### src/rtl/spi_irq_host_pkg.sv
package spi_irq_host_pkg;

  localparam int BYTE_W = 8;

  typedef enum logic [2:0] {
    ST_IDLE,
    ST_WAKE,
    ST_CSSU,
    ST_LOAD,
    ST_SHIFT,
    ST_HOLD
  } host_st_t;

  function automatic int ceil_div(longint num, longint den);
    return int'((num + den - 1) / den);
  endfunction

  // cycles per clock half so that the half period is never shorter than 1/(2*f_max)
  function automatic int sck_half_cycles(longint clk_hz, longint sck_max_hz);
    int n;
    n = ceil_div(clk_hz, 2 * sck_max_hz);
    return (n < 1) ? 1 : n;
  endfunction

  // a delay in nanoseconds turned into whole clock cycles, rounded up
  function automatic int ns_to_cycles(longint ns, longint clk_hz);
    int n;
    n = ceil_div(ns * clk_hz, 64'd1_000_000_000);
    return (n < 1) ? 1 : n;
  endfunction

  function automatic int max3(int a, int b, int c);
    int m;
    m = (a > b) ? a : b;
    return (m > c) ? m : c;
  endfunction

endpackage

### src/rtl/spi_irq_sync.sv
module spi_irq_sync #(
  parameter int STAGES = 2
) (
  input  logic clk,
  input  logic rst_n,
  input  logic async_n_i,
  output logic asserted_o
);

  logic [STAGES-1:0] chain_q;

  generate
    if (STAGES == 1) begin : g_single
      always_ff @(posedge clk or negedge rst_n) begin
        if (!rst_n) chain_q <= '1;
        else        chain_q <= async_n_i;
      end
    end else begin : g_multi
      always_ff @(posedge clk or negedge rst_n) begin
        if (!rst_n) chain_q <= '1;
        else        chain_q <= {chain_q[STAGES-2:0], async_n_i};
      end
    end
  endgenerate

  assign asserted_o = ~chain_q[STAGES-1];

endmodule

### src/rtl/spi_irq_cnt.sv
module spi_irq_cnt #(
  parameter int W = 8
) (
  input  logic         clk,
  input  logic         rst_n,
  input  logic         clr_i,
  output logic [W-1:0] q_o
);

  always_ff @(posedge clk or negedge rst_n) begin
    if (!rst_n)          q_o <= '0;
    else if (clr_i)      q_o <= '0;
    else if (q_o != '1)  q_o <= q_o + 1'b1;
  end

endmodule

### src/rtl/spi_byte_engine.sv
module spi_byte_engine #(
  parameter int HALF = 17,
  parameter int DW   = 8
) (
  input  logic          clk,
  input  logic          rst_n,
  input  logic          go_i,
  input  logic [DW-1:0] tx_i,
  input  logic          miso_i,
  output logic          sck_o,
  output logic          mosi_o,
  output logic          active_o,
  output logic          done_o,
  output logic [DW-1:0] rx_o,
  output logic          fall_ev_o,
  output logic          rise_ev_o
);

  localparam int DIV_W = $clog2(HALF + 1);
  localparam int BIT_W = $clog2(DW + 1);

  logic [DIV_W-1:0] div_q;
  logic [BIT_W-1:0] bit_q;
  logic [DW-1:0]    sh_q;
  logic [DW-1:0]    rx_q;
  logic             sck_q;
  logic             mosi_q;
  logic             act_q;
  logic             done_q;
  logic             tick;
  logic             last_bit;

  assign tick      = act_q && (div_q == DIV_W'(HALF - 1));
  assign fall_ev_o = tick && sck_q;
  assign rise_ev_o = tick && !sck_q;
  assign last_bit  = (bit_q == BIT_W'(DW - 1));

  always_ff @(posedge clk or negedge rst_n) begin
    if (!rst_n) begin
      div_q  <= '0;
      bit_q  <= '0;
      sh_q   <= '0;
      rx_q   <= '0;
      sck_q  <= 1'b1;
      mosi_q <= 1'b0;
      act_q  <= 1'b0;
      done_q <= 1'b0;
    end else begin
      done_q <= 1'b0;
      if (!act_q) begin
        if (go_i) begin
          act_q <= 1'b1;
          sh_q  <= tx_i;
          bit_q <= '0;
          div_q <= '0;
        end
      end else begin
        div_q <= tick ? '0 : div_q + 1'b1;
        if (fall_ev_o) begin
          sck_q  <= 1'b0;
          mosi_q <= sh_q[DW-1];
          sh_q   <= {sh_q[DW-2:0], 1'b0};
        end
        if (rise_ev_o) begin
          sck_q <= 1'b1;
          rx_q  <= {rx_q[DW-2:0], miso_i};
          bit_q <= bit_q + 1'b1;
          if (last_bit) begin
            act_q  <= 1'b0;
            done_q <= 1'b1;
          end
        end
      end
    end
  end

  assign sck_o    = sck_q;
  assign mosi_o   = mosi_q;
  assign active_o = act_q;
  assign done_o   = done_q;
  assign rx_o     = rx_q;

endmodule

### src/rtl/spi_irq_host.sv
module spi_irq_host
  import spi_irq_host_pkg::*;
#(
  parameter longint CLK_HZ      = 100_000_000,
  parameter longint SCK_MAX_HZ  = 3_000_000,
  parameter int     CS_SETUP_NS = 100,
  parameter int     CS_HOLD_NS  = 17,
  parameter int     LEN_W       = 8,
  parameter int     TO_W        = 16,
  parameter int     SYNC_STAGES = 2
) (
  input  logic              clk,
  input  logic              rst_n,
  input  logic              irq_n_i,
  output logic              wake_o,
  output logic              cs_n_o,
  output logic              sck_o,
  output logic              mosi_o,
  input  logic              miso_i,
  input  logic              start_i,
  input  logic [LEN_W-1:0]  len_i,
  input  logic [TO_W-1:0]   timeout_i,
  input  logic [7:0]        tx_data_i,
  input  logic              tx_valid_i,
  output logic              tx_ready_o,
  output logic [7:0]        rx_data_o,
  output logic              rx_valid_o,
  output logic              busy_o,
  output logic              done_o,
  output logic              err_o
);

  localparam int HALF_CYC  = sck_half_cycles(CLK_HZ, SCK_MAX_HZ);
  localparam int SETUP_CYC = ns_to_cycles(longint'(CS_SETUP_NS), CLK_HZ);
  localparam int HOLD_CYC  = ns_to_cycles(longint'(CS_HOLD_NS), CLK_HZ);
  localparam int CNT_W     = max3(TO_W, $clog2(SETUP_CYC + 1), $clog2(HOLD_CYC + 1)) + 1;
  localparam int REM_W     = LEN_W + 1;

  host_st_t         state_q, state_nxt;
  logic [CNT_W-1:0] cnt;
  logic [REM_W-1:0] rem_q;
  logic             err_q;
  logic             done_q;

  // named internal events
  logic irq_seen;
  logic setup_ev;
  logic hold_ev;
  logic timeout_ev;
  logic byte_go;
  logic byte_end;
  logic last_byte;
  logic frame_open;
  logic leave_idle;
  logic xfer_end_ev;
  logic eng_active;
  logic eng_fall;
  logic eng_rise;
  logic [7:0] eng_rx;
  logic [15:0] half_cyc_w;

  assign half_cyc_w = 16'(HALF_CYC);

  spi_irq_sync #(.STAGES(SYNC_STAGES)) u_sync (
    .clk        (clk),
    .rst_n      (rst_n),
    .async_n_i  (irq_n_i),
    .asserted_o (irq_seen)
  );

  spi_irq_cnt #(.W(CNT_W)) u_cnt (
    .clk   (clk),
    .rst_n (rst_n),
    .clr_i (state_nxt != state_q),
    .q_o   (cnt)
  );

  spi_byte_engine #(.HALF(HALF_CYC), .DW(BYTE_W)) u_eng (
    .clk       (clk),
    .rst_n     (rst_n),
    .go_i      (byte_go),
    .tx_i      (tx_data_i),
    .miso_i    (miso_i),
    .sck_o     (sck_o),
    .mosi_o    (mosi_o),
    .active_o  (eng_active),
    .done_o    (byte_end),
    .rx_o      (eng_rx),
    .fall_ev_o (eng_fall),
    .rise_ev_o (eng_rise)
  );

  assign setup_ev   = (state_q == ST_CSSU) && (cnt == CNT_W'(SETUP_CYC - 1));
  assign hold_ev    = (state_q == ST_HOLD) && (cnt == CNT_W'(HOLD_CYC - 1));
  assign timeout_ev = (state_q == ST_WAKE) && !irq_seen && (cnt == CNT_W'(timeout_i));
  assign byte_go    = (state_q == ST_LOAD) && tx_valid_i;
  assign last_byte  = (rem_q == REM_W'(1));
  assign frame_open = (state_q inside {ST_IDLE, ST_WAKE}) && (state_nxt == ST_CSSU);
  assign leave_idle = (state_q == ST_IDLE) && (state_nxt != ST_IDLE);
  assign xfer_end_ev = hold_ev;

  always_comb begin
    state_nxt = state_q;
    unique case (state_q)
      ST_IDLE: begin
        if (irq_seen)     state_nxt = ST_CSSU;
        else if (start_i) state_nxt = ST_WAKE;
      end
      ST_WAKE: begin
        if (irq_seen)        state_nxt = ST_CSSU;
        else if (timeout_ev) state_nxt = ST_IDLE;
      end
      ST_CSSU:  if (setup_ev) state_nxt = ST_LOAD;
      ST_LOAD:  if (byte_go)  state_nxt = ST_SHIFT;
      ST_SHIFT: if (byte_end) state_nxt = last_byte ? ST_HOLD : ST_LOAD;
      ST_HOLD:  if (hold_ev)  state_nxt = ST_IDLE;
      default:  state_nxt = ST_IDLE;
    endcase
  end

  always_ff @(posedge clk or negedge rst_n) begin
    if (!rst_n) begin
      state_q <= ST_IDLE;
      rem_q   <= '0;
      err_q   <= 1'b0;
      done_q  <= 1'b0;
    end else begin
      state_q <= state_nxt;
      done_q  <= xfer_end_ev;
      if (frame_open)
        rem_q <= {1'b0, len_i} + REM_W'(1);
      else if (byte_end && (state_q == ST_SHIFT))
        rem_q <= rem_q - REM_W'(1);
      if (timeout_ev)      err_q <= 1'b1;
      else if (leave_idle) err_q <= 1'b0;
    end
  end

  assign wake_o     = (state_q == ST_WAKE);
  assign cs_n_o     = !(state_q inside {ST_CSSU, ST_LOAD, ST_SHIFT, ST_HOLD});
  assign tx_ready_o = (state_q == ST_LOAD);
  assign rx_data_o  = eng_rx;
  assign rx_valid_o = byte_end;
  assign busy_o     = (state_q != ST_IDLE);
  assign done_o     = done_q;
  assign err_o      = err_q;

endmodule

### config.mk
export PLATFORM = sky130hd
export DESIGN_NAME = spi_irq_host
export DESIGN_NICKNAME = d
export VERILOG_FILES = /design/src/rtl/spi_irq_host_pkg.sv /design/src/rtl/spi_irq_sync.sv /design/src/rtl/spi_irq_cnt.sv /design/src/rtl/spi_byte_engine.sv /design/src/rtl/spi_irq_host.sv
export SDC_FILE = /design/constraint.sdc
export NUM_CORES = 1
export LEC_CHECK = 0
export BUFFER_PORTS_ARGS = -buffer_cell sky130_fd_sc_hd__buf_2
export CORE_UTILIZATION = 55
export DETAILED_ROUTE_END_ITERATION = 8
export PLACE_DENSITY = 0.83
export SLEW_MARGIN = 0
export SYNTH_ARGS = -nofsm -noshare
export SYNTH_HDL_FRONTEND = slang
export SYNTH_SLANG_ARGS = --single-unit
export TNS_END_PERCENT = 30
### constraint.sdc
create_clock -name clk -period 2.7 [get_ports clk]
set_input_delay 0.27 -clock clk [delete_from_list [all_inputs] [get_ports clk]]
set_output_delay 0.27 -clock clk [all_outputs]
set_load 0.01 [all_outputs]
# == After elaboration in Yosys (flattened, before gate mapping) ==
# Index checks and enable logic that the tools add are counted.
# word_totals
regBits,62
input_bits,38
# classes
mux,34
n_reduce_logical,28
n_addsub,5
eq_ne,16
# ops
op,count
$mux W17,2
$mux W3,9
$mux W8,3
$mux W9,2
$pmux W3 S6,1
$add A17 B1 Y17 const B,1
$eq A17 B1 Y1 const B,1
$eq A17 B16 Y1,1
$eq A17 B4 Y1 const B,1
$ne A17 B17 Y1 const B,1
$mux W5,3
$mux W4,3
$reduce_bool A2 Y1,6
$logic_and A1 B1 Y1,11
$mux W1,11
$reduce_and A2 Y1,5
$add A8 B1 Y9 const B,1
$eq A3 B2 Y1 const B,3
$eq A9 B1 Y1 const B,1
$sub A9 B1 Y9 const B,1
$eq A3 B3 Y1 const B,2
$reduce_bool A3 Y1,2
$add A5 B1 Y5 const B,1
$eq A5 B5 Y1 const B,1
other kinds (8),10

# == Logic depth before layout (Yosys ltp) ==
# depth
ltp_word,10
depth_mapped,11
ltp_nobuf,9

# == Hierarchy ==
# Synthesis repeated with hierarchy kept, for this count alone.
# unflattened
hier_cells,354
hier_area_um2,3589.7
# modules_own_cells
module,seq_area_each_um2,n_inst,area_per_inst_um2,cells_each
spi_byte_engine,726.9,1,1407.6,116
spi_irq_host,350.3,1,1237.4,147
spi_irq_cnt,425.4,1,888.4,88
spi_irq_sync,52.6,1,56.3,3

# == Worst setup path after synthesis ==
# OpenSTA, ideal clock, no wires.
# synth_timing
path_kind,register to register
startpoint,register u_cnt.q_o[3]
endpoint,register u_cnt.q_o[15]
path_slack_ns,0.355
arrival_time_ns,2.220
required_ns,2.575
period_less_slack_ns,2.345
stages_incl_launch_ff,12
setup_ns,0.125
cell_sequence,dfrtp_1 clkbuf_1 and4_1 nand3_1 nor3_1 ha_1 clkbuf_1 nor3_1 nand4_1 nor2_1 xnor2_1 nor3_1
# synth_via
elab_chain_len,7
# synth_rtl
item,line,source
"start, declared",spi_irq_cnt.sv:7,output logic [W-1:0] q_o
"start signal, assigned",spi_irq_cnt.sv:13,else if (q_o != '1) q_o <= q_o + 1'b1;
$eq A17 B16 Y1,spi_irq_host.sv:95,assign timeout_ev = (state_q == ST_WAKE) && !irq_seen && (cnt == CNT_W'(timeout_i));
$logic_and A1 B1 Y1,spi_irq_host.sv:95,
$mux W3,spi_irq_host.sv:111,else if (timeout_ev) state_nxt = ST_IDLE;
$mux W3,spi_irq_host.sv:110,if (irq_seen) state_nxt = ST_CSSU;
$pmux W3 S6,spi_irq_host.sv:104,unique case (state_q)
$ne A3 B3 Y1,spi_irq_host.sv:74,".clr_i (state_nxt != state_q),"
$mux W17 / $reduce_bool A2 Y1 (equally long branches),-,
# Several ways; a longest one is shown, not always the timed one. The select of a mux whose other input is x is not followed.
# A chain may end at the register's enable or synchronous reset.

# == Worst setup path after layout ==
# layout_timing
startpoint,register u_cnt.q_o[1]
endpoint,register u_cnt.q_o[0]
# The elaborated chain is that of the path after synthesis.

==> results by group <==
Drt
  • Top sig layer: met4
  • Remaining antenna violation count: 0
  • DRC viols: 0
  • Drt first pass iters: 4
  • Met2 wire length: approximately 3300 um
  • First DRT Iteration DRCs: roughly 280
  • Drt total wl: about 7100 um
  • Drt wl/cell: 13.94 um
  • Vias/cell: roughly 5.5
  • Metal-1 WL: 3263 um
  • Metal3 WL: between 400 and 500 um
  • Via Count: ~2800

Synthesis
  • Post-synth EDFFs: 0
  • Syn nets: 422
  • Post-Syn Area: approximately 0.0035 sq mm
  • Register bit count reported by yosys: 62
  • Syn Inst Count: approximately 380
  • Ys Warns: 0
  • Ys async rst share: 100.0%
  • Register area share after synthesis: roughly 45%
  • Top_reg_cell synth: dfrtp_1
  • Avg Synthesized Cell Area: just over 9 sq um
  • Synth unique cells: between 40 and 50

Pwr
  • Static Leakage: between 1.5 and 2 nW
  • Pwr/cell area: 890.4 mW/mm^2
  • Peak VDD IR: about 0.55 mV

STA
  • Tcrit/Tclk final: between 80 and 90%
  • Max-Slew Margin vs Limit: 49.07%
  • Slew Limit Fails: 0
  • Unrepaired setup endpoints after global routing: no
  • Final Skew: around 6 ps
  • Measured slew at the worst slew-check pin: about 760 ps
  • Final Critical Period: 2275 ps
  • Max Fclk: approximately 440 MHz
  • Worst hold slack: roughly 36 ps
  • Final hold violation count: 0
  • Final setup violation count: 0
  • Setup slack after layout: between 400 and 500 ps
  • Setup_tns: 0 ps

Critical path
  • Critical path's slowest cell: dfrtp_1
  • Required time of the critical path: roughly 3000 ps
  • Class of the most critical setup path: flip-flop to flip-flop
  • Largest stage delay on the critical path: around 420 ps
  • Crit path launch type: flip-flop
  • Setup crit end kind: flip-flop
  • Worst Path Max Fanout: 17
  • Crit path cell chain: inv_1 > ha_1 > nor4b_1 > and4_2 > o21ai_1 > or3_1 > o22ai_2 > buf_4 > nor3_1
  • Crit path DAT: around 2500 ps
  • CP bufs+invs: 2
  • Crit path max-delay family: simple AND/OR/NAND/NOR gates

Die
  • Die Width: slightly above 80 um
  • Core region area: ~0.006 sq mm
  • Io pins: between 50 and 60
  • DIE AREA: roughly 0.0066 sq mm
  • Die height: about 80 um
  • Starting Density: between 50% and 60%
  • Rows: 28

Clock network
  • H-Tree Depth: 3
  • CTS resizes: 0
  • Clk slew on worst S/H paths: about 70 ps
  • Clock sink count: a little over 60
  • Skew-Pair Late Insertion Delay: approximately 340 ps
  • Hold Buf Count CTS: 0
  • Max clock buf depth: 2
  • CTS root buf: clkbuf_8
  • CTS tree: done
  • Post-CTS setup buffer count: 0
  • CTS Buf Count: 9

Cells and area
  • Diode count: 0
  • FF/Latch Area: between 0.0015 and 0.002 sq mm
  • Final Util: about 67%
  • Filler Cell Count: between 400 and 500
  • P&R area growth vs syn: 15.80%
  • Nets: between 400 and 500
  • Multi-input combinational cell area: 0.001795 sq mm
  • Post-Layout Cell Count: 511
  • Share of cells above drive strength 1: about 20%

Min path
  • Worst min path class: primary input to flip-flop

Global routing
  • Vias in the first global route: between 2000 and 3000
  • Antenna violations before repair: 0
  • Global route overflow: 0
  • GR Util All Layers: ~24%
  • Largest net degree at the start of global routing: 63
  • First-pass GRT wire length: about 12000 um

Place
  • DP HPWL: 5030 um
  • Final Wtd Congestion: 0.8847
  • DP Worst Slack: approximately 430 ps
  • Dpl cells: ~500
  • IO Port Bufs: 54

Status
  • Outcome: completed

Job
  • Max-cap check violation count: 0
## state kept, by name, indices dropped and copies added, names as in the netlist
| register | cells |
|---|---|
| u_eng.sh_q | 8 |
| u_sync.chain_q | 2 |
| u_eng.rx_o | 8 |
| rem_q | 9 |
| u_eng.active_o | 1 |
| state_q | 3 |
| err_o | 1 |
| u_cnt.q_o | 17 |
| u_eng.done_o | 1 |
| u_eng.div_q | 5 |
| u_eng.bit_q | 4 |
| done_o | 1 |
| u_eng.sck_o | 1 |
| u_eng.mosi_o | 1 |
## Yosys cell counts (3+ instances only)
library cell	instances	share of area [%]
xnor2_1	26	6.6
a21oi_1	15	2.2
nand2b_1	9	1.6
clkbuf_1	9	0.97
and3_1	5	0.90
nand3_1	17	2.5
dfstp_2	3	2.3
inv_1	7	0.76
dfrtp_1	59	43
nor4_1	4	0.72
nor3_1	23	3.3
nand2_1	58	6.3
xor2_1	22	5.6
nand4_1	12	2.2
ha_1	9	3.2
mux2i_1	9	2.6
nor2_1	34	3.7
buf_2	3	0.43
o21ai_0	12	1.7
o31ai_1	3	0.65
## layer usage
metal | GRT usage (%) | up-vias
met4 | 12.86 | 0
met5 | 0 | -
met3 | 4.333 | 10
met1 | 32.19 | 1317
li1 | - | 1388
met2 | 37.75 | 108
## final timing paths
path	from	end	slack, ps	cells past startpoint
max	u_cnt.q_o[1]$_DFFE_PN0P_	u_cnt.q_o[0]$_DFFE_PN0P_	420	9
min	irq_n_i	u_sync.chain_q[0]$_DFF_PN1_	40	1
max reg2reg	u_cnt.q_o[1]$_DFFE_PN0P_	u_cnt.q_o[0]$_DFFE_PN0P_	420	9
min reg2reg	u_sync.chain_q[0]$_DFF_PN1_	u_sync.chain_q[1]$_DFF_PN1_	350	0
max in group asynchronous	rst_n	rem_q[2]$_DFFE_PN0P_	2100	2
min in group asynchronous	rst_n	u_cnt.q_o[13]$_DFFE_PN0P_	80	2
## stage by stage
stage / cell area [sq um] / power, W
floorplan: 3468 / 0.002353
global placement: 3801 / 0.002613
detailed placement: 3801 / 0.002682
CTS: 4016 / 0.003585
global route: 4016 / 0.003826
finish: 4016 / 0.003576
## power by group
part	total (W)	leakage (nW)	internal (W)	switching [W]
logic	0.00121	0.992	0.000539	0.000676
registers	0.00147	0.789	0.00119	0.000278
clock network	0.000891	0.110	0.000543	0.000349
## area by class of cell
class | instances | area share (%)
multi-input combinational | 289 | 44.70
sequential | 62 | 38.72
timing repair buffer | 62 | 8.224
clock buffer | 12 | 3.614
clock inverter | 4 | 1.745
inverter | 7 | 0.6542
tap | 75 | 2.336
## layout by cell type (no fill, tap or decap), types with 2 or more instances in the layout
| cell | Yosys | final |
|---|---|---|
| dfrtp_1 | 59 | 59 |
| buf_4 | 2 | 8 |
| bufinv_16 | 0 | 2 |
| buf_2 | 3 | 54 |
| nor2b_1 | 2 | 2 |
| mux2i_1 | 9 | 9 |
| and3_1 | 5 | 5 |
| dfstp_2 | 3 | 3 |
| nand2_1 | 58 | 58 |
| or3_1 | 2 | 2 |
| o31ai_1 | 3 | 3 |
| a21oi_1 | 15 | 15 |
| inv_1 | 7 | 7 |
| nand4_1 | 12 | 12 |
| nor4b_1 | 2 | 2 |
| nor4_1 | 4 | 4 |
| xor2_1 | 22 | 22 |
| nor3_1 | 23 | 23 |
| nor3b_1 | 2 | 2 |
| clkbuf_1 | 9 | 2 |
| nand3_1 | 17 | 17 |
| clkbuf_8 | 0 | 10 |
| clkinv_2 | 0 | 2 |
| nand2b_1 | 9 | 9 |
| and3b_1 | 2 | 2 |
| nor2_1 | 34 | 34 |
| nor4bb_1 | 2 | 2 |
| ha_1 | 9 | 9 |
| o21ai_0 | 12 | 12 |
| and2_1 | 2 | 2 |
| xnor2_1 | 26 | 26 |
## kinds of logic after synthesis
logic type | after synthesis | share of synthesized area (%)
fa+ha+maj | 9 | 3.247
compound gates | 38 | 6.530
xor+xnor | 49 | 12.59
buf+inv | 24 | 3.391
mux | 10 | 2.922
simple gates | 183 | 26.48
flops | 62 | 44.84
No activity file was read; power rests on OpenSTA's default activity.
